`src/rtl/bb_pkg.sv`:
```
package bb_pkg;

  typedef enum logic [1:0] {
    SZ_BYTE = 2'd0,
    SZ_HALF = 2'd1,
    SZ_WORD = 2'd2,
    SZ_RSVD = 2'd3
  } bb_size_e;

  typedef enum logic [2:0] {
    ST_IDLE    = 3'd0,
    ST_RD_REQ  = 3'd1,
    ST_RD_WAIT = 3'd2,
    ST_WR_REQ  = 3'd3,
    ST_WR_WAIT = 3'd4
  } bb_state_e;

  // Reserved size code behaves as a full word.
  function automatic logic [1:0] bb_clamp_size(input logic [1:0] sz);
    return (sz == SZ_RSVD) ? SZ_WORD : sz;
  endfunction

endpackage

```
`src/rtl/bb_window_decode.sv`:
```
module bb_window_decode #(
  parameter int ADDR_W    = 32,
  parameter int NUM_WIN   = 2,
  parameter int WIN_LOG2  = 25,
  parameter int BIT_SHIFT = 5,
  parameter logic [NUM_WIN*ADDR_W-1:0] ALIAS_BASES = {32'h4200_0000, 32'h2200_0000},
  parameter logic [NUM_WIN*ADDR_W-1:0] BACK_BASES  = {32'h4000_0000, 32'h2000_0000}
) (
  input  logic [ADDR_W-1:0] addr,
  output logic              hit,
  output logic [ADDR_W-1:0] byte_addr
);

  localparam int TAG_W = ADDR_W - WIN_LOG2;

  logic [NUM_WIN-1:0] win_hit;
  logic [ADDR_W-1:0]  win_addr [NUM_WIN];
  logic [ADDR_W-1:0]  offset;

  assign offset = {{TAG_W{1'b0}}, addr[WIN_LOG2-1:0]};

  for (genvar g = 0; g < NUM_WIN; g++) begin : g_win
    assign win_hit[g]  = (addr[ADDR_W-1:WIN_LOG2] ==
                          ALIAS_BASES[g*ADDR_W+WIN_LOG2 +: TAG_W]);
    assign win_addr[g] = BACK_BASES[g*ADDR_W +: ADDR_W] | (offset >> BIT_SHIFT);
  end

  // Lowest-numbered window wins if bases ever overlap.
  always_comb begin
    hit       = 1'b0;
    byte_addr = '0;
    for (int i = NUM_WIN - 1; i >= 0; i--) begin
      if (win_hit[i]) begin
        hit       = 1'b1;
        byte_addr = win_addr[i];
      end
    end
  end

endmodule

```
`src/rtl/bb_lane_map.sv`:
```
module bb_lane_map
  import bb_pkg::*;
#(
  parameter int ADDR_W = 32,
  parameter int DATA_W = 32
) (
  input  logic [ADDR_W-1:0]           byte_addr,
  input  logic [$clog2(DATA_W)-1:0]   bit_sel,
  input  logic [1:0]                  size,
  output logic [ADDR_W-1:0]           aligned,
  output logic [DATA_W/8-1:0]         strb,
  output logic [$clog2(DATA_W)-1:0]   pos
);

  localparam int LANES  = DATA_W / 8;
  localparam int LANE_W = $clog2(LANES);
  localparam int POS_W  = $clog2(DATA_W);

  logic [1:0]        sz;
  logic [ADDR_W-1:0] align_mask;
  logic [POS_W-1:0]  idx_mask;
  logic [POS_W-1:0]  bit_in;
  logic [LANE_W-1:0] lane;

  always_comb begin
    sz         = bb_clamp_size(size);
    align_mask = ADDR_W'((1 << sz) - 1);
    aligned    = byte_addr & ~align_mask;
    idx_mask   = POS_W'((8 << sz) - 1);
    bit_in     = bit_sel & idx_mask;
    lane       = aligned[LANE_W-1:0];
    pos        = (POS_W'(lane) << 3) + bit_in;
    strb       = LANES'(((1 << (1 << sz)) - 1) << lane);
  end

endmodule

```
`src/rtl/bb_seq.sv`:
```
module bb_seq
  import bb_pkg::*;
#(
  parameter int ADDR_W = 32,
  parameter int DATA_W = 32
) (
  input  logic                      clk,
  input  logic                      rst,
  input  logic                      s_req_valid,
  input  logic                      s_write,
  input  logic [1:0]                s_size,
  input  logic                      wbit,
  input  logic                      hit,
  input  logic [ADDR_W-1:0]         xl_addr,
  input  logic [DATA_W/8-1:0]       xl_strb,
  input  logic [$clog2(DATA_W)-1:0] xl_pos,
  output logic                      s_req_ready,
  output logic                      s_rsp_valid,
  output logic [DATA_W-1:0]         s_rdata,
  output logic                      s_miss,
  output logic                      m_req_valid,
  input  logic                      m_req_ready,
  output logic [ADDR_W-1:0]         m_addr,
  output logic                      m_write,
  output logic [1:0]                m_size,
  output logic [DATA_W-1:0]         m_wdata,
  output logic [DATA_W/8-1:0]       m_strb,
  input  logic                      m_rsp_valid,
  input  logic [DATA_W-1:0]         m_rdata
);

  localparam int POS_W = $clog2(DATA_W);

  bb_state_e        state;
  logic [POS_W-1:0] cap_pos;
  logic             cap_bit;
  logic             cap_write;

  assign s_req_ready = (state == ST_IDLE);
  assign m_req_valid = (state == ST_RD_REQ) || (state == ST_WR_REQ);
  assign m_write     = (state == ST_WR_REQ);

  always_ff @(posedge clk) begin
    if (rst) begin
      state       <= ST_IDLE;
      s_rsp_valid <= 1'b0;
      s_rdata     <= '0;
      s_miss      <= 1'b0;
      m_addr      <= '0;
      m_size      <= 2'd0;
      m_strb      <= '0;
      m_wdata     <= '0;
      cap_pos     <= '0;
      cap_bit     <= 1'b0;
      cap_write   <= 1'b0;
    end else begin
      s_rsp_valid <= 1'b0;
      s_miss      <= 1'b0;
      case (state)
        ST_IDLE: begin
          if (s_req_valid) begin
            s_rdata <= '0;
            if (!hit) begin
              s_rsp_valid <= 1'b1;
              s_miss      <= 1'b1;
            end else begin
              m_addr    <= xl_addr;
              m_size    <= bb_clamp_size(s_size);
              m_strb    <= xl_strb;
              cap_pos   <= xl_pos;
              cap_bit   <= wbit;
              cap_write <= s_write;
              state     <= ST_RD_REQ;
            end
          end
        end
        ST_RD_REQ: begin
          if (m_req_ready) state <= ST_RD_WAIT;
        end
        ST_RD_WAIT: begin
          if (m_rsp_valid) begin
            if (cap_write) begin
              m_wdata          <= m_rdata;
              m_wdata[cap_pos] <= cap_bit;
              state            <= ST_WR_REQ;
            end else begin
              s_rdata     <= DATA_W'(m_rdata[cap_pos]);
              s_rsp_valid <= 1'b1;
              state       <= ST_IDLE;
            end
          end
        end
        ST_WR_REQ: begin
          if (m_req_ready) state <= ST_WR_WAIT;
        end
        ST_WR_WAIT: begin
          if (m_rsp_valid) begin
            s_rsp_valid <= 1'b1;
            state       <= ST_IDLE;
          end
        end
        default: state <= ST_IDLE;
      endcase
    end
  end

endmodule

```
`src/rtl/bitband_bridge.sv`:
```
module bitband_bridge #(
  parameter int ADDR_W   = 32,
  parameter int DATA_W   = 32,
  parameter int NUM_WIN  = 2,
  parameter int WIN_LOG2 = 25,
  parameter logic [NUM_WIN*ADDR_W-1:0] ALIAS_BASES = {32'h4200_0000, 32'h2200_0000},
  parameter logic [NUM_WIN*ADDR_W-1:0] BACK_BASES  = {32'h4000_0000, 32'h2000_0000}
) (
  input  logic                clk,
  input  logic                rst,
  input  logic                s_req_valid,
  output logic                s_req_ready,
  input  logic [ADDR_W-1:0]   s_addr,
  input  logic                s_write,
  input  logic [1:0]          s_size,
  input  logic [DATA_W-1:0]   s_wdata,
  output logic                s_rsp_valid,
  output logic [DATA_W-1:0]   s_rdata,
  output logic                s_miss,
  output logic                m_req_valid,
  input  logic                m_req_ready,
  output logic [ADDR_W-1:0]   m_addr,
  output logic                m_write,
  output logic [1:0]          m_size,
  output logic [DATA_W-1:0]   m_wdata,
  output logic [DATA_W/8-1:0] m_strb,
  input  logic                m_rsp_valid,
  input  logic [DATA_W-1:0]   m_rdata
);

  localparam int POS_W     = $clog2(DATA_W);
  // one alias word (4 bytes) per bit: 2 bits for the word, 3 for the bit-in-byte
  localparam int BIT_SHIFT = 5;

  logic                hit;
  logic [ADDR_W-1:0]   byte_addr;
  logic [ADDR_W-1:0]   xl_addr;
  logic [DATA_W/8-1:0] xl_strb;
  logic [POS_W-1:0]    xl_pos;
  logic                unused_wdata;

  assign unused_wdata = ^s_wdata[DATA_W-1:1];

  bb_window_decode #(
    .ADDR_W     (ADDR_W),
    .NUM_WIN    (NUM_WIN),
    .WIN_LOG2   (WIN_LOG2),
    .BIT_SHIFT  (BIT_SHIFT),
    .ALIAS_BASES(ALIAS_BASES),
    .BACK_BASES (BACK_BASES)
  ) u_decode (
    .addr     (s_addr),
    .hit      (hit),
    .byte_addr(byte_addr)
  );

  bb_lane_map #(
    .ADDR_W(ADDR_W),
    .DATA_W(DATA_W)
  ) u_lanes (
    .byte_addr(byte_addr),
    .bit_sel  (s_addr[POS_W+1:2]),
    .size     (s_size),
    .aligned  (xl_addr),
    .strb     (xl_strb),
    .pos      (xl_pos)
  );

  bb_seq #(
    .ADDR_W(ADDR_W),
    .DATA_W(DATA_W)
  ) u_seq (
    .clk        (clk),
    .rst        (rst),
    .s_req_valid(s_req_valid),
    .s_write    (s_write),
    .s_size     (s_size),
    .wbit       (s_wdata[0]),
    .hit        (hit),
    .xl_addr    (xl_addr),
    .xl_strb    (xl_strb),
    .xl_pos     (xl_pos),
    .s_req_ready(s_req_ready),
    .s_rsp_valid(s_rsp_valid),
    .s_rdata    (s_rdata),
    .s_miss     (s_miss),
    .m_req_valid(m_req_valid),
    .m_req_ready(m_req_ready),
    .m_addr     (m_addr),
    .m_write    (m_write),
    .m_size     (m_size),
    .m_wdata    (m_wdata),
    .m_strb     (m_strb),
    .m_rsp_valid(m_rsp_valid),
    .m_rdata    (m_rdata)
  );

endmodule

```
`config.mk`:
```
export PLATFORM = sky130hd
export DESIGN_NAME = bitband_bridge
export DESIGN_NICKNAME = d
export VERILOG_FILES = /design/src/rtl/bb_pkg.sv /design/src/rtl/bb_window_decode.sv /design/src/rtl/bb_lane_map.sv /design/src/rtl/bb_seq.sv /design/src/rtl/bitband_bridge.sv
export SDC_FILE = /design/constraint.sdc
export NUM_CORES = 1
export LEC_CHECK = 0
export ABC_AREA = 1
export BUFFER_PORTS_ARGS = -buffer_cell sky130_fd_sc_hd__buf_2
export CELL_PAD_IN_SITES_DETAIL_PLACEMENT = 0
export CELL_PAD_IN_SITES_GLOBAL_PLACEMENT = 1
export CORE_UTILIZATION = 30
export CTS_CLUSTER_SIZE = 24
export DETAILED_ROUTE_END_ITERATION = 8
export GPL_TIMING_DRIVEN = 0
export PLACE_DENSITY = 0.92
export SLEW_MARGIN = 20
export SYNTH_ARGS = -nofsm -noshare
export SYNTH_HDL_FRONTEND = slang
export SYNTH_SLANG_ARGS = --single-unit
export TNS_END_PERCENT = 1
```
`constraint.sdc`:
```
create_clock -name clk -period 1.67 [get_ports clk]
set_input_delay 0.4175 -clock clk [delete_from_list [all_inputs] [get_ports clk]]
set_output_delay 0.4175 -clock clk [all_outputs]
set_load 0.005 [all_outputs]
```
==> flow_summary.ini, run 1 <==
[grt]
track_usage_pct = 18.2
grt_pass1_wl_um = 19900
grt.busiest_layer = met2
met3_usage_pct = 5.67
grt_pass1_vias = 3938
grt_max_degree = 13
antenna_found_initial = 0
use_met1_pct = 22.4
grt_overflow = 0
met2_usage_pct = 31.0

[sta]
drv_slew = 0
rsz0062_at_grt = true
max_slew_margin_pct = 57.8
setup_viol = 0
tightestPinTransition_ps = 633
clock_skew_ps = 6.76
min_period_ps = 1610
hold_violations = 0
finalCritPeriodShare_pct = 96.6
fmax_mhz = 620

[worst_setup_path]
start_kind = flop
cp-end-kind = flop
critical_path_class = reg2reg
arrival_ps = 1870
path_max_fanout = 10
cp.required_ps = 1930

[synthesis]
synth_ff_type = dfxtp_1
synth_top_area_cell = dfxtp_1
ys_warn_count = 0
synth.distinct_cells = 28
synth.avg_cell_area_um2 = 6.61
synth_top_area_share_pct = 36.3
synthArstFlopShare_pct = 0
synth_area_leaders = dfxtp_1 36%, nand2_1 19%, buf_4 8.4%
synth_area_mm2 = 0.00403
synth_edf_count = 0
synthCells = 609
ys_ff_latch = 73
ys_seq_area_share_pct = 36.3

[drt]
wl_per_cell_um = 12.8
drc = 0
routed-via-count = 4292
antenna_left = 0
drtIter0Drc = 187
routed_wl_um = 12500
via_per_inst = 4.41
dr.pass1.iters = 6

[place]
dp.cells = 957
place_congestion = 0.858
io_buffers = 135
dp_hpwl_um = 9780
placed_cell_area_mm2 = 0.00507

[clocking]
cts_tree = built
cts_buffers = 9
path_clk_slew_ps = 60
cts_root_buffer = clkbuf_16
post_cts_buffers = 0
clockBufferDepth = 2
ctsHtreeMaxLevel = 3
worst_skew_pair.late_latency_ps = 330
clock-sinks = 73

[power]
p_per_area_mw_per_mm2 = 908
ir_worst_vdd_mv = 0.653
p_leak_nw = 2.67

[floorplan]
dieArea_mm2 = 0.0139
fp.dieH_um = 118
die_x_um = 118
start_util_pct = 31.3
core_area_mm2 = 0.0129
ios = 211
num_rows = 41

[finish]
antennaDiodeCount = 0
num-nets-final = 902
multiInputGateArea_mm2 = 0.00215
area_growth_pct = 36.1
design_area_mm2 = 0.00548
fin_util_pct = 42.6
final_cell_count_no_fill = 973
regArea_mm2 = 0.00147
fillerInstances = 1427
drive_above_1_share_pct = 30.3

[flow_run]
maxCapViolCount = 0

[status]
status = complete, no violations

[min_path]
holdCritPathClass = in2reg
## cells in the final DEF (no fill, tap or decap)
master       n
a21oi_1     61
a21oi_2      5
a21oi_4      1
buf_2      141
buf_4       45
buf_6        2
bufinv_16    4
clkbuf_1    13
clkbuf_16    9
clkbuf_2     2
clkbuf_4     1
clkbuf_8     2
clkinv_2     1
conb_1      43
dfxtp_1     70
dfxtp_2      3
ha_1         2
inv_1       27
inv_2        9
nand2_1    203
nand2_2      2
nand3_1      9
nand3_2      1
nand3b_1     1
nand4_1      2
nor2_1      55
nor2_2       1
nor2_4       5
nor3_1       7
nor3_2       3
nor3_4       4
o211ai_1     6
o21ai_0     40
o21ai_1     18
o22ai_1      1
or2_2        2
## cells by family after synthesis
logic type               synth area share (%)
flip-flops                               36.3
buffers and inverters                    14.6
adder cells (fa/ha/maj)                 0.621
AO/OA/AOI/OAI                            17.4
other                                   0.187
AND/OR/NAND/NOR                          31.0
## cell type report
type / instances / share of cell area, %
multi-input combinational: 472 / 39.3
sequential: 73 / 26.7
timing repair buffer: 135 / 12.3
clock inverter: 5 / 2.28
inverter: 36 / 2.47
tap: 172 / 3.93
clock buffer: 11 / 4.61
buffer: 69 / 8.33
## critical path, cell delays in order (launching register included)
cell	delay (ps)
dfxtp_1	340
nor2_4	160
nand3_2	140
nor2_4	260
inv_2	100
buf_6	150
a21oi_1	110
o21ai_0	140
a21oi_1	140
## through the flow
stage | total power, mW | TNS (ps) | setup WS (ps) | hold slack (ps)
final | 4.98 | 0 | 57.0 | 329
after global routing | 5.20 | -212 | -21.9 | 344
after CTS | 5.01 | 0 | 29.4 | 325
after detailed placement | 2.56 | -2310 | -197 | 455
after global placement | 2.56 | -1420 | -169 | 450
after floorplan | 2.32 | 0 | 160 | 460
## power by group
group / internal, mW / switching (mW)
logic: 0.292 / 0.418
registers: 1.79 / 0.0372
clock network: 1.69 / 0.748
## synthesized netlist by cell type, types with 4 or more instances
| cell | count |
|---|---|
| a21oi_2 | 6 |
| clkbuf_1 | 15 |
| o21ai_1 | 18 |
| buf_2 | 7 |
| nor2_1 | 55 |
| buf_4 | 45 |
| o21ai_0 | 40 |
| nand3_1 | 9 |
| nand2_1 | 203 |
| nor3_4 | 4 |
| inv_1 | 29 |
| a21oi_1 | 61 |
| dfxtp_1 | 73 |
| inv_2 | 7 |
| nor3_1 | 8 |
| o211ai_1 | 6 |
## worst paths after layout
kind / startpoint / depth (start not counted) / endpoint / slack [ps]
worst max register to register: u_seq.state[2] / 8 / u_seq.m_wdata[28] / 60
worst min-delay path: s_addr[18] / 3 / u_seq.m_addr[13] / 330
worst max-delay path: u_seq.state[2] / 8 / u_seq.m_wdata[28] / 60
worst min register to register: u_seq.m_strb[0] / 2 / u_seq.m_strb[0] / 460
## sequential cells by signal, summed over array words and instances (netlist names)
signal,flops
u_seq.m_wdata,32
u_seq.m_addr,22
u_seq.cap_pos,5
u_seq.m_strb,4
u_seq.state,3
u_seq.m_size,2
u_seq.cap_bit,1
u_seq.cap_write,1
u_seq.s_miss,1
u_seq.s_rdata,1
u_seq.s_rsp_valid,1
## layer usage
layer  vias to the layer above  part of all wire, %
li1                       2247                    -
met1                      1870                   45
met2                       168                   46
met3                         7                  8.0
met4                         0                 0.55
met5                         -                    0
## what timing repair did
action / 4_1_cts / 5_1_grt
endpoints found under the setup margin: 2 / 31
resized for setup: 2 / 11
hold buffers: 0 / 0
(Power assumes the default switching activity.)
==> run 2, diff against run 1 <==
--- a/config.mk
+++ b/config.mk
@@ -14,6 +14,7 @@
 export DETAILED_ROUTE_END_ITERATION = 8
 export GPL_TIMING_DRIVEN = 0
 export PLACE_DENSITY = 0.92
+export RECOVER_POWER = 50
 export SLEW_MARGIN = 20
 export SYNTH_ARGS = -nofsm -noshare
 export SYNTH_HDL_FRONTEND = slang
==> run 2 against run 1 <==
Global-route usage stayed put. Clock power hardly changed. Sequential share of layout area is 0.23 points higher. Maximum frequency is 0.22% higher. Cell count stayed put. First-iteration DRC count is 8.0% higher. Sequential power hardly changed. Largest power group unchanged.
==> flow_summary.ini, run 2 (synthesized netlist as in run 1, its figures left out) <==
[status]
status = complete, no violations

[finish]
top_register = u_seq.m_wdata
fin_util_pct = 42.2
num-nets-final = 902
top_regs = u_seq.m_wdata x32, u_seq.m_addr x22, u_seq.cap_pos x5
final_common_cell = nand2_1
largest_register_ffs = 32
drive_above_1_share_pct = 25.6
final_cell_mix = 203 x nand2_1, 103 x buf_2, 70 x dfxtp_1, 61 x a21oi_1, 55 x nor2_1
area_growth_pct = 34.9
antennaDiodeCount = 0

[place]
dp_hpwl_um = 9780
io_buffers = 135
place_congestion = 0.858

[sta]
min_period_ps = 1610
clock_skew_ps = 6.86
finalCritPeriodShare_pct = 96.4
rsz0062_at_grt = true
max_slew_margin_pct = 57.5
tightestPinTransition_ps = 638
hold_violations = 0
fmax_mhz = 621
setup_viol = 0
drv_slew = 0

[worst_setup_path]
path_max_fanout = 10
cp.required_ps = 1930
arrival_ps = 1870
cp-end-kind = flop
start_kind = flop
critical_path_class = reg2reg

[floorplan]
dieArea_mm2 = 0.0139
die_x_um = 118
core_area_mm2 = 0.0129
fp.dieH_um = 118
num_rows = 41
ios = 211
start_util_pct = 31.3

[grt]
grt_pass1_vias = 3938
grt_pass1_wl_um = 19900
track_usage_pct = 18.2
antenna_found_initial = 0
grt_max_degree = 13
grt_overflow = 0

[clocking]
cts_buffers = 9
cts_root_buffer = clkbuf_16
path_clk_slew_ps = 60
worst_skew_pair.late_latency_ps = 330
ctsHtreeMaxLevel = 3
clock-sinks = 73
post_cts_buffers = 0
clockBufferDepth = 2
cts_tree = built

[drt]
drtIter0Drc = 202
routed-via-count = 4293
wl_per_cell_um = 12.8
dr.pass1.iters = 4
routed_wl_um = 12500
drc = 0
antenna_left = 0
via_per_inst = 4.41

[flow_run]
maxCapViolCount = 0

[power]
p_leak_nw = 2.50
power_mw = 4.97
p_per_area_mw_per_mm2 = 916
ir_worst_vdd_mv = 0.652

[min_path]
holdCritPathClass = in2reg
==> run 2: changes by cell type in the layout (fill, tap and decap cells not counted) <==
cell,before,now
buf_2,141,103
clkbuf_1,13,51
==> run 2: power by group <==
group / leakage, nW / internal [mW] / switching, mW / total [mW]
clock: 0.186 / 1.69 / 0.751 / 2.44
sequential: 0.590 / 1.79 / 0.0374 / 1.83
combinational: 1.72 / 0.289 / 0.418 / 0.707
total: 2.50 / 3.77 / 1.21 / 4.97
==> run 2: final timing paths <==
kind                startpoint                end  slack (ps)  cells past startpoint
max             u_seq.state[2]  u_seq.m_wdata[28]          60                      8
min                 s_addr[18]   u_seq.m_addr[13]         330                      3
max reg2reg     u_seq.state[2]  u_seq.m_wdata[28]          60                      8
min reg2reg  u_seq.m_wdata[11]  u_seq.m_wdata[11]         460                      2
==> run 2: through the flow <==
stage | setup TNS (ps) | std cells | worst slack, ps | area, um^2 | hold slack [ps]
floorplan | 0 | 650 | 160 | 4180 | 460
CTS | 0 | 973 | 29.4 | 5460 | 325
global route | -212 | 973 | -21.9 | 5430 | 344
detailed placement | -2310 | 957 | -197 | 5070 | 455
finish | 0 | 973 | 60.5 | 5430 | 329
global placement | -1420 | 957 | -169 | 5070 | 450
==> run 2: cell type report <==
cell class | count | area, um^2
Multi-Input combinational cell | 472 | 2150
Sequential cell | 73 | 1470
Clock buffer | 11 | 253
Tap cell | 172 | 215
Timing Repair Buffer | 135 | 628
Buffer | 69 | 457
Clock inverter | 5 | 125
Fill cell | 1439 | 7440
Inverter | 36 | 135
==> run 2: repair_timing <==
item                       4_1_cts  5_1_grt
setup endpoints to repair        2       31
hold buffers                     0        0
resized for setup                2       11
==> run 2: routing by layer <==
layer	vias to the layer above	GRT usage [%]	routed length, um
li1	2243	-	-
met1	1880	22.4	5590
met2	161	31.0	5820
met3	9	5.67	984
met4	0	3.61	76
met5	-	0	0
==> run 2: worst max-delay path, stage by stage (launching register included) <==
cell and delay, ps:
dfxtp_1 340, nor2_4 160, nand3_2 140, nor2_4 260, inv_2 100, buf_6 150
a21oi_1 100, o21ai_0 140, a21oi_1 140
==> run 3, diff against run 2 <==
==> constraint.sdc (replaced) <==
create_clock -name clk -period 1.7 [get_ports clk]
set_input_delay 0.425 -clock clk [delete_from_list [all_inputs] [get_ports clk]]
set_output_delay 0.425 -clock clk [all_outputs]
set_load 0.005 [all_outputs]
==> run 3 against run 2 <==
Worst setup slack gained 19 ps. Maximum frequency shrank 0.67%. Sequential share of layout area hardly changed. First-iteration DRC count increased by 6.4%. Sequential cell count stayed put. Critical path depth unchanged. Via count shrank 0.37%. Largest power group unchanged.
==> flow_summary.ini, run 3 (synthesized netlist as in run 1, its figures left out) <==
[finish]
area_growth_pct = 34.7
final_common_cell = nand2_1
top_regs = u_seq.m_wdata x32, u_seq.m_addr x22, u_seq.cap_pos x5
design_area_mm2 = 0.00542
num-nets-final = 902
largest_register_ffs = 32
drive_above_1_share_pct = 24.5
final_cell_mix = 203 x nand2_1, 97 x buf_2, 72 x dfxtp_1, 61 x a21oi_1, 56 x clkbuf_1
antennaDiodeCount = 0
fin_util_pct = 42.1
top_register = u_seq.m_wdata

[power]
power_frac_seq_pct = 36.7
ir_worst_vdd_mv = 0.641
p_comb_share_pct = 14.1
p_int_mw = 3.70
p_sw_share_pct = 24.2
p_per_area_mw_per_mm2 = 899
clkPwrFrac_pct = 49.1
p_leak_nw = 2.48
power.switching_mw = 1.18

[clocking]
cts_tree = built
path_clk_slew_ps = 60
clock-sinks = 73
cts_root_buffer = clkbuf_16
cts_buffers = 9
ctsHtreeMaxLevel = 3
clockBufferDepth = 2
worst_skew_pair.late_latency_ps = 330

[grt]
antenna_found_initial = 0
track_usage_pct = 18.2
grt_overflow = 0
grt_max_degree = 13
grt_pass1_vias = 3937
grt_pass1_wl_um = 19800

[min_path]
holdCritPathClass = in2reg

[drt]
antenna_left = 0
routed-via-count = 4277
routed_wl_um = 12400
via_per_inst = 4.40
wl_per_cell_um = 12.7
dr.pass1.iters = 5
drtIter0Drc = 215
drc = 0

[sta]
fin_hold_ws_ps = 336
drv_slew = 0
max_slew_margin_pct = 57.3
fmax_mhz = 617
min_period_ps = 1620
clock_skew_ps = 6.84
tightestPinTransition_ps = 641
setup_viol = 0
tns_ps = 0
rsz0062_at_grt = false
hold_violations = 0
finalCritPeriodShare_pct = 95.3

[floorplan]
core_area_mm2 = 0.0129
ios = 211
num_rows = 41
dieArea_mm2 = 0.0139
start_util_pct = 31.3
die_x_um = 118
fp.dieH_um = 118

[place]
dp_hpwl_um = 9780
place_congestion = 0.858
io_buffers = 135
placed_cell_area_mm2 = 0.00507

[status]
status = complete, no violations

[worst_setup_path]
cp_num_buf_inv = 2
cp.required_ps = 1960
cp_cell_sequence = nor2_4 > nand3_2 > nor2_4 > inv_2 > buf_6 > a21oi_1 > o21ai_0 > a21oi_1
critPathTopFamily = simple AND/OR/NAND/NOR gates
critPathMaxStageDelay_ps = 340
arrival_ps = 1880
critical_path_class = reg2reg
path_max_fanout = 10
start_kind = flop
cp-end-kind = flop
slowest_stage = dfxtp_1

[flow_run]
maxCapViolCount = 0
-- run 3: final timing paths --
kind	start	to	slack, ps	cells past startpoint
worst min-delay path	s_addr[18]	u_seq.m_addr[13]	340	3
worst max-delay path	u_seq.state[2]	u_seq.m_wdata[28]	80	8
worst min register to register	u_seq.m_wdata[11]	u_seq.m_wdata[11]	460	2
worst max register to register	u_seq.state[2]	u_seq.m_wdata[28]	80	8
-- run 3: layer usage --
layer	share of wire, %	vias to the layer above	track usage, %
met4	0.69	0	3.61
li1	-	2246	-
met5	0	-	0
met2	47	163	31.0
met3	8.0	8	5.67
met1	45	1860	22.4
-- run 3: cell type report --
| type | instances | area (um^2) |
|---|---|---|
| well taps | 172 | 215 |
| repair buffers | 135 | 622 |
| clock buffers | 11 | 253 |
| fillers | 1442 | 7450 |
| clock inverters | 5 | 125 |
| multi-input cells | 472 | 2150 |
| plain buffers | 69 | 457 |
| flip-flops and latches | 73 | 1460 |
| inverters | 36 | 135 |
-- run 3: power groups by stage --
stage | registers [mW] | logic, mW | clock network (mW)
2_1_floorplan | 1.83 | 0.446 | 0
3_3_place_gp | 1.83 | 0.689 | 0
3_5_place_dp | 1.83 | 0.688 | 0
4_1_cts | 1.79 | 0.692 | 2.43
5_1_grt | 1.80 | 0.788 | 2.51
6_report | 1.79 | 0.689 | 2.40
-- run 3: tightest hold or removal path, stage by stage --
cell     delay, ps
buf_2           70
o21ai_0         70
nor2_1          70
-- run 3: timing repair --
item	CTS	global route
buffers inserted	0	0
pin swaps	0	0
hold buffers	0	0
endpoints found under the setup margin	1	19
resized for setup	1	9
-- run 3: stage by stage --
step | total power, mW | setup WS (ps) | cells
floorplan | 2.27 | 183 | 650
global placement | 2.52 | -146 | 957
detailed placement | 2.52 | -175 | 957
CTS | 4.92 | 6.35 | 973
global route | 5.10 | 6.12 | 973
finish | 4.88 | 79.7 | 973
